File: src/rtl/i2c_slv_pkg.sv
package i2c_slv_pkg;
  localparam int GC_CODE    = 0;
  localparam int ALERT_CODE = 12;
endpackage

File: src/rtl/i2c_addr_match.sv
module i2c_addr_match
  import i2c_slv_pkg::*;
#(
  parameter int AW        = 7,
  parameter bit HAS_RANGE = 1'b1
) (
  input  logic [AW-1:0] addr_in,
  input  logic          addr_rw,
  input  logic [AW-1:0] cfg_pri,
  input  logic [AW-1:0] cfg_sec,
  input  logic [AW-1:0] cfg_rng,
  input  logic          en_rng,
  input  logic          en_gc,
  input  logic          en_sec,
  input  logic          en_alert,
  output logic          hit
);
  localparam logic [AW-1:0] GC_A    = AW'(GC_CODE);
  localparam logic [AW-1:0] ALERT_A = AW'(ALERT_CODE);
  localparam int NSRC = 5;

  logic [NSRC-1:0] src_hit;

  assign src_hit[0] = (addr_in == cfg_pri);
  assign src_hit[1] = en_gc && (addr_in == GC_A) && !addr_rw;
  assign src_hit[2] = en_sec && (addr_in == cfg_sec);
  assign src_hit[3] = en_alert && (addr_in == ALERT_A);

  generate
    if (HAS_RANGE) begin : g_range
      logic [AW-1:0] lo_b, hi_b;
      logic          rng_ok;
      assign rng_ok = en_rng && (cfg_rng != '0);
      // the window is the same whichever bound is the larger one
      assign lo_b = (cfg_pri < cfg_rng) ? cfg_pri : cfg_rng;
      assign hi_b = (cfg_pri < cfg_rng) ? cfg_rng : cfg_pri;
      assign src_hit[4] = rng_ok && (addr_in >= lo_b) && (addr_in <= hi_b);
    end else begin : g_norange
      assign src_hit[4] = 1'b0;
    end
  endgenerate

  assign hit = |src_hit;
endmodule

File: src/rtl/i2c_bus_state.sv
module i2c_bus_state (
  input  logic clk,
  input  logic rst_n,
  input  logic start_det,
  input  logic stop_det,
  output logic busy
);
  always_ff @(posedge clk) begin
    if (!rst_n)         busy <= 1'b0;
    else if (start_det) busy <= 1'b1;
    else if (stop_det)  busy <= 1'b0;
  end

  p_start_busy_r11: assert property (@(posedge clk) disable iff (!rst_n)
    start_det |=> busy);
  p_stop_idle_r11: assert property (@(posedge clk) disable iff (!rst_n)
    (stop_det && !start_det) |=> !busy);
endmodule

File: src/rtl/i2c_xfer_flags.sv
module i2c_xfer_flags (
  input  logic clk,
  input  logic rst_n,
  input  logic addr_vld,
  input  logic addr_rw,
  input  logic hit,
  input  logic byte_done,
  input  logic ctl_wr,
  input  logic dat_rd,
  input  logic dat_wr,
  input  logic tx_mode,
  output logic tcf,
  output logic aas,
  output logic srw,
  output logic ack_en
);
  logic take, tcf_clr;

  assign take    = addr_vld && hit;
  assign tcf_clr = tx_mode ? dat_wr : dat_rd;

  always_ff @(posedge clk) begin
    if (!rst_n) begin
      tcf    <= 1'b1;
      aas    <= 1'b0;
      srw    <= 1'b0;
      ack_en <= 1'b0;
    end else begin
      ack_en <= take;
      if (take)        aas <= 1'b1;
      else if (ctl_wr) aas <= 1'b0;
      if (take || byte_done) tcf <= 1'b1;
      else if (tcf_clr)      tcf <= 1'b0;
      if (take) srw <= addr_rw;
    end
  end

  p_ack_has_aas_r2: assert property (@(posedge clk) disable iff (!rst_n)
    ack_en |-> aas);
  p_ack_has_tcf_r9: assert property (@(posedge clk) disable iff (!rst_n)
    ack_en |-> tcf);
  p_ctl_clears_r8: assert property (@(posedge clk) disable iff (!rst_n)
    (ctl_wr && !addr_vld) |=> !aas);
  p_done_sets_r10: assert property (@(posedge clk) disable iff (!rst_n)
    byte_done |=> tcf);
  p_srw_hold_r12: assert property (@(posedge clk) disable iff (!rst_n)
    !addr_vld |=> $stable(srw));
endmodule

File: src/rtl/i2c_slv_status.sv
module i2c_slv_status #(
  parameter int AW        = 7,
  parameter bit HAS_RANGE = 1'b1
) (
  input  logic          clk,
  input  logic          rst_n,
  input  logic          start_det,
  input  logic          stop_det,
  input  logic          addr_vld,
  input  logic [AW-1:0] addr_in,
  input  logic          addr_rw,
  input  logic          byte_done,
  input  logic          ctl_wr,
  input  logic          dat_rd,
  input  logic          dat_wr,
  input  logic          tx_mode,
  input  logic [AW-1:0] cfg_pri,
  input  logic [AW-1:0] cfg_sec,
  input  logic [AW-1:0] cfg_rng,
  input  logic          en_rng,
  input  logic          en_gc,
  input  logic          en_sec,
  input  logic          en_alert,
  output logic          tcf,
  output logic          aas,
  output logic          busy,
  output logic          srw,
  output logic          ack_en
);
  logic hit;

  i2c_addr_match #(.AW(AW), .HAS_RANGE(HAS_RANGE)) u_match (
    .addr_in(addr_in), .addr_rw(addr_rw), .cfg_pri(cfg_pri), .cfg_sec(cfg_sec),
    .cfg_rng(cfg_rng), .en_rng(en_rng), .en_gc(en_gc), .en_sec(en_sec),
    .en_alert(en_alert), .hit(hit)
  );

  i2c_xfer_flags u_flags (
    .clk(clk), .rst_n(rst_n), .addr_vld(addr_vld), .addr_rw(addr_rw), .hit(hit),
    .byte_done(byte_done), .ctl_wr(ctl_wr), .dat_rd(dat_rd), .dat_wr(dat_wr),
    .tx_mode(tx_mode), .tcf(tcf), .aas(aas), .srw(srw), .ack_en(ack_en)
  );

  i2c_bus_state u_bus (
    .clk(clk), .rst_n(rst_n), .start_det(start_det), .stop_det(stop_det), .busy(busy)
  );

  p_ack_one_cycle_r2: assert property (@(posedge clk) disable iff (!rst_n)
    (ack_en && !addr_vld) |=> !ack_en);
endmodule

File: config.mk
export PLATFORM = sky130hd
export DESIGN_NAME = i2c_slv_status
export DESIGN_NICKNAME = d
export VERILOG_FILES = /design/src/rtl/i2c_slv_pkg.sv /design/src/rtl/i2c_addr_match.sv /design/src/rtl/i2c_bus_state.sv /design/src/rtl/i2c_xfer_flags.sv /design/src/rtl/i2c_slv_status.sv
export SDC_FILE = /design/constraint.sdc
export NUM_CORES = 1
export LEC_CHECK = 0
export ABC_CLOCK_PERIOD_IN_PS = 3500
export BUFFER_PORTS_ARGS = -buffer_cell sky130_fd_sc_hd__buf_2
export CAP_MARGIN = 25
export CELL_PAD_IN_SITES_DETAIL_PLACEMENT = 2
export CELL_PAD_IN_SITES_GLOBAL_PLACEMENT = 2
export CORE_UTILIZATION = 26
export DETAILED_ROUTE_END_ITERATION = 8
export GPL_TIMING_DRIVEN = 0
export HOLD_SLACK_MARGIN = 0.03
export PLACE_DENSITY_LB_ADDON = 0.25
export SLEW_MARGIN = 20
export SYNTH_ARGS = -nofsm -noshare
export SYNTH_HDL_FRONTEND = slang
export SYNTH_HIERARCHICAL = 1
export SYNTH_SLANG_ARGS = --single-unit
export TNS_END_PERCENT = 1
File: constraint.sdc
create_clock -name clk -period 3.5 [get_ports clk]
set_input_delay 0.35 -clock clk [delete_from_list [all_inputs] [get_ports clk]]
set_output_delay 0.35 -clock clk [all_outputs]
set_load 0.02 [all_outputs]
==> flow_summary.ini <==
[status]
outcome = complete, no violations

[drt]
routed_wl_um = 3221
wire_per_inst_um = 14.98
ant_nets = 0
first_pass_iters = 4
routed_via_density = 5.019
drc = 0
drt_iter0_markers = 9
dr_total_vias = 1079

[critical_path]
path_max_fanout = 10
critPathKind = input port to flip-flop
cp-start-kind = input port
cp.arrival_ns = 3.31
crit_required_ns = 3.61
cp-end-kind = flip-flop

[power]
totalPowerFinal_uw = 355.9
p_int_uw = 227.8
peakVddDrop_v = 0.00007830
combinationalPowerShare_pct = 52.3
clkPwrFrac_pct = 30.5
p_switching_uw = 128.1
swShare_pct = 35.99
p_leak_nw = 0.6670
powerDensity_nw_per_um2 = 261.2
power_frac_seq_pct = 17.2

[die]
fp.dieW_um = 64.70
fp.dieH_um = 64.70
start_util_pct = 27.51
rows = 22
io_pins = 48
die-area_um2 = 4186
core_um2 = 3716

[timing]
grt_setup_unrepaired = no
period_needed_ns = 3.198
setup-tns-final_ns = 0
holdWs_ns = 0.3420
fmax_mhz = 312.7
setup_viol = 0
worst_pin_slew_ns = 0.3623
relSlewSlack_pct = 75.68
fin_skew_ns = 0
finalHoldViolCount = 0
timing.final.crit_share_pct = 91.38
fin_ws_ns = 0.3018
drv_slew = 0

[hold_path]
worstHoldPathType = input port to flip-flop

[synthesis]
ys_seq_elements = 5
synth_top_family_by_area = adder cells
synth_compound_area_share_pct = 17.75
yosysUniqueCellTypes = 35
avgSynthCellArea_um2 = 8.812
yosysSeqAreaShare_pct = 9.792
yosys_warnings = 6
synth_cells = 116
synthMuxAreaShare_pct = 14.93
netlist_area_um2 = 1022
synth_nets = 179
synth_fa_ha_area_share_pct = 24.48
synth_xor_area_share_pct = 12.00
yosys.area_share.simple_pct = 16.52

[cts]
cts_root_buf = clkbuf_8
clk_pin_slew_worst_paths_ns = 0.04
cts_setup_buffers = 0
cts_hold_buffers = 0
clk_path_buf_depth = 2
cts_tree = yes
cts_buffers = 3
clock_latency_ns = 0.22
cts.sinks = 5
htree_levels = 1

[global_routing]
grt_overflow_total = 0
grt_use_total_pct = 16.47
grt_max_degree = 11
antenna_found_initial = 0
grt_pass1_vias = 1137
grt_pass1_wl_um = 5326

[placed_design]
post-dp-hpwl_um = 2846
place.gp.congestion = 0.7186
placed_area_um2 = 1318
portBuffers = 47
pre_cts_slack_ns = -0.08901

[final_layout]
n_fill_cell = 457
drive_gt1_share_pct = 33.53
final_area_um2 = 1363
nets = 231
antenna_cells_inserted = 0
area_delta_synth_final_pct = 33.29

[flow_run]
maxCapViolCount = 0
state kept, by name, summed over array words and instances (netlist names):
register	cells
u_bus/busy	1
u_flags/aas	1
u_flags/ack_en	1
u_flags/srw	1
u_flags/tcf	1
power by group through the flow:
stage                     combinational, mW  clock, mW  sequential (mW)
after detailed placement              0.187          0           0.0623
after floorplan                       0.111          0           0.0659
after CTS                             0.189      0.111           0.0614
final                                 0.186      0.108           0.0614
after global placement                0.176          0           0.0621
after global routing                  0.209      0.117           0.0616
cell usage after synthesis:
master	n	area, um2
a211oi_1	2	15.01
a21boi_0	2	15.01
a21o_1	1	7.510
a21o_2	1	8.760
a21oi_1	4	20.02
a21oi_2	2	17.52
a221o_1	1	10.01
a31oi_1	1	6.260
and3_1	2	12.51
buf_12	1	20.02
dfxtp_1	5	100.1
ha_1	20	250.2
inv_1	7	26.28
mux2_1	2	22.52
mux2i_1	13	130.1
nand2_1	4	15.01
nand2b_1	3	18.77
nand3_1	3	15.01
nand4_1	4	25.02
nor2_1	2	7.510
nor2b_1	2	12.51
nor2b_4	1	13.76
nor3_1	4	20.02
nor4_1	2	12.51
nor4b_1	1	8.760
o2111ai_1	1	8.760
o211ai_1	1	7.510
o21a_1	2	15.01
o21ai_0	4	20.02
o21ai_1	1	5.000
o21ai_4	1	16.27
o22a_1	1	8.760
or4_1	1	7.510
xnor2_1	11	96.34
xor2_1	3	26.28
placed cells by master, fill, tap and decap left out, types with 3 or more instances in the layout:
cell and instances:
mux2i_1 13, buf_2 47, xnor2_1 11, nand2b_1 3, xor2_1 3, nor3_1 4
dfxtp_1 5, o21ai_0 3, ha_1 20, inv_1 7, a21oi_1 4, clkbuf_8 3
nand3_1 3, nand4_1 4, nand2_1 4
logic make-up after synthesis:
| kind of cell | after synthesis |
|---|---|
| DFF | 5 |
| buffers and inverters | 8 |
| AOI/OAI and AO/OA | 25 |
| muxes | 15 |
| adders and majority gates | 20 |
| xor gates and xnor gates | 14 |
| and+or+nand+nor | 29 |
metrics by stage:
step,utilization (%),std cells
after CTS,36.67,215
after floorplan,-,116
final,36.67,215
after global routing,36.67,215
after global placement,35.45,211
after detailed placement,35.45,211
layout make-up:
cell class              count  area, um2  area share, %
plain buffers               1      20.02          1.469
well taps                  48      60.06          4.408
clock buffers               4      45.04          3.306
flip-flops and latches      5      100.1          7.346
multi-input cells         103      875.8          64.28
repair buffers             47      235.2          17.26
inverters                   7      26.28          1.928
routing by layer:
layer	wire length (um)	up-vias	GRT usage [%]
li1	-	538	-
met1	1459	502	20.06
met2	1598	35	30.34
met3	125	4	0.8803
met4	38	0	5.278
met5	0	-	0
final timing paths:
path / start / endpoint / slack (ns) / cells past startpoint
worst max-delay path: cfg_rng[2] / u_flags/srw$_SDFFE_PN0P_ / 0.30 / 17
worst min-delay path: start_det / u_bus/busy$_SDFFE_PN0P_ / 0.34 / 2
worst max register to register: u_flags/srw$_SDFFE_PN0P_ / u_flags/srw$_SDFFE_PN0P_ / 2.76 / 2
worst min register to register: u_flags/tcf$_SDFFE_PP1P_ / u_flags/tcf$_SDFFE_PP1P_ / 0.48 / 1
what timing repair did:
item,in CTS,in global routing
endpoints found under the setup margin,0,2
hold endpoints to repair,0,0
resized for setup,0,1
critical path: stages:
cell,delay (ns)
buf_2,0.11
inv_1,0.05
ha_1,0.29
nand2_1,0.05
o21ai_1,0.18
a21oi_2,0.10
o21ai_4,0.26
buf_12,0.18
mux2i_1,0.23
ha_1,0.27
nor2b_1,0.14
o211ai_1,0.17
a21oi_1,0.09
o22a_1,0.16
o21ai_1,0.32
a21boi_0,0.16
o21a_1,0.20
(Power assumes the default switching activity.)
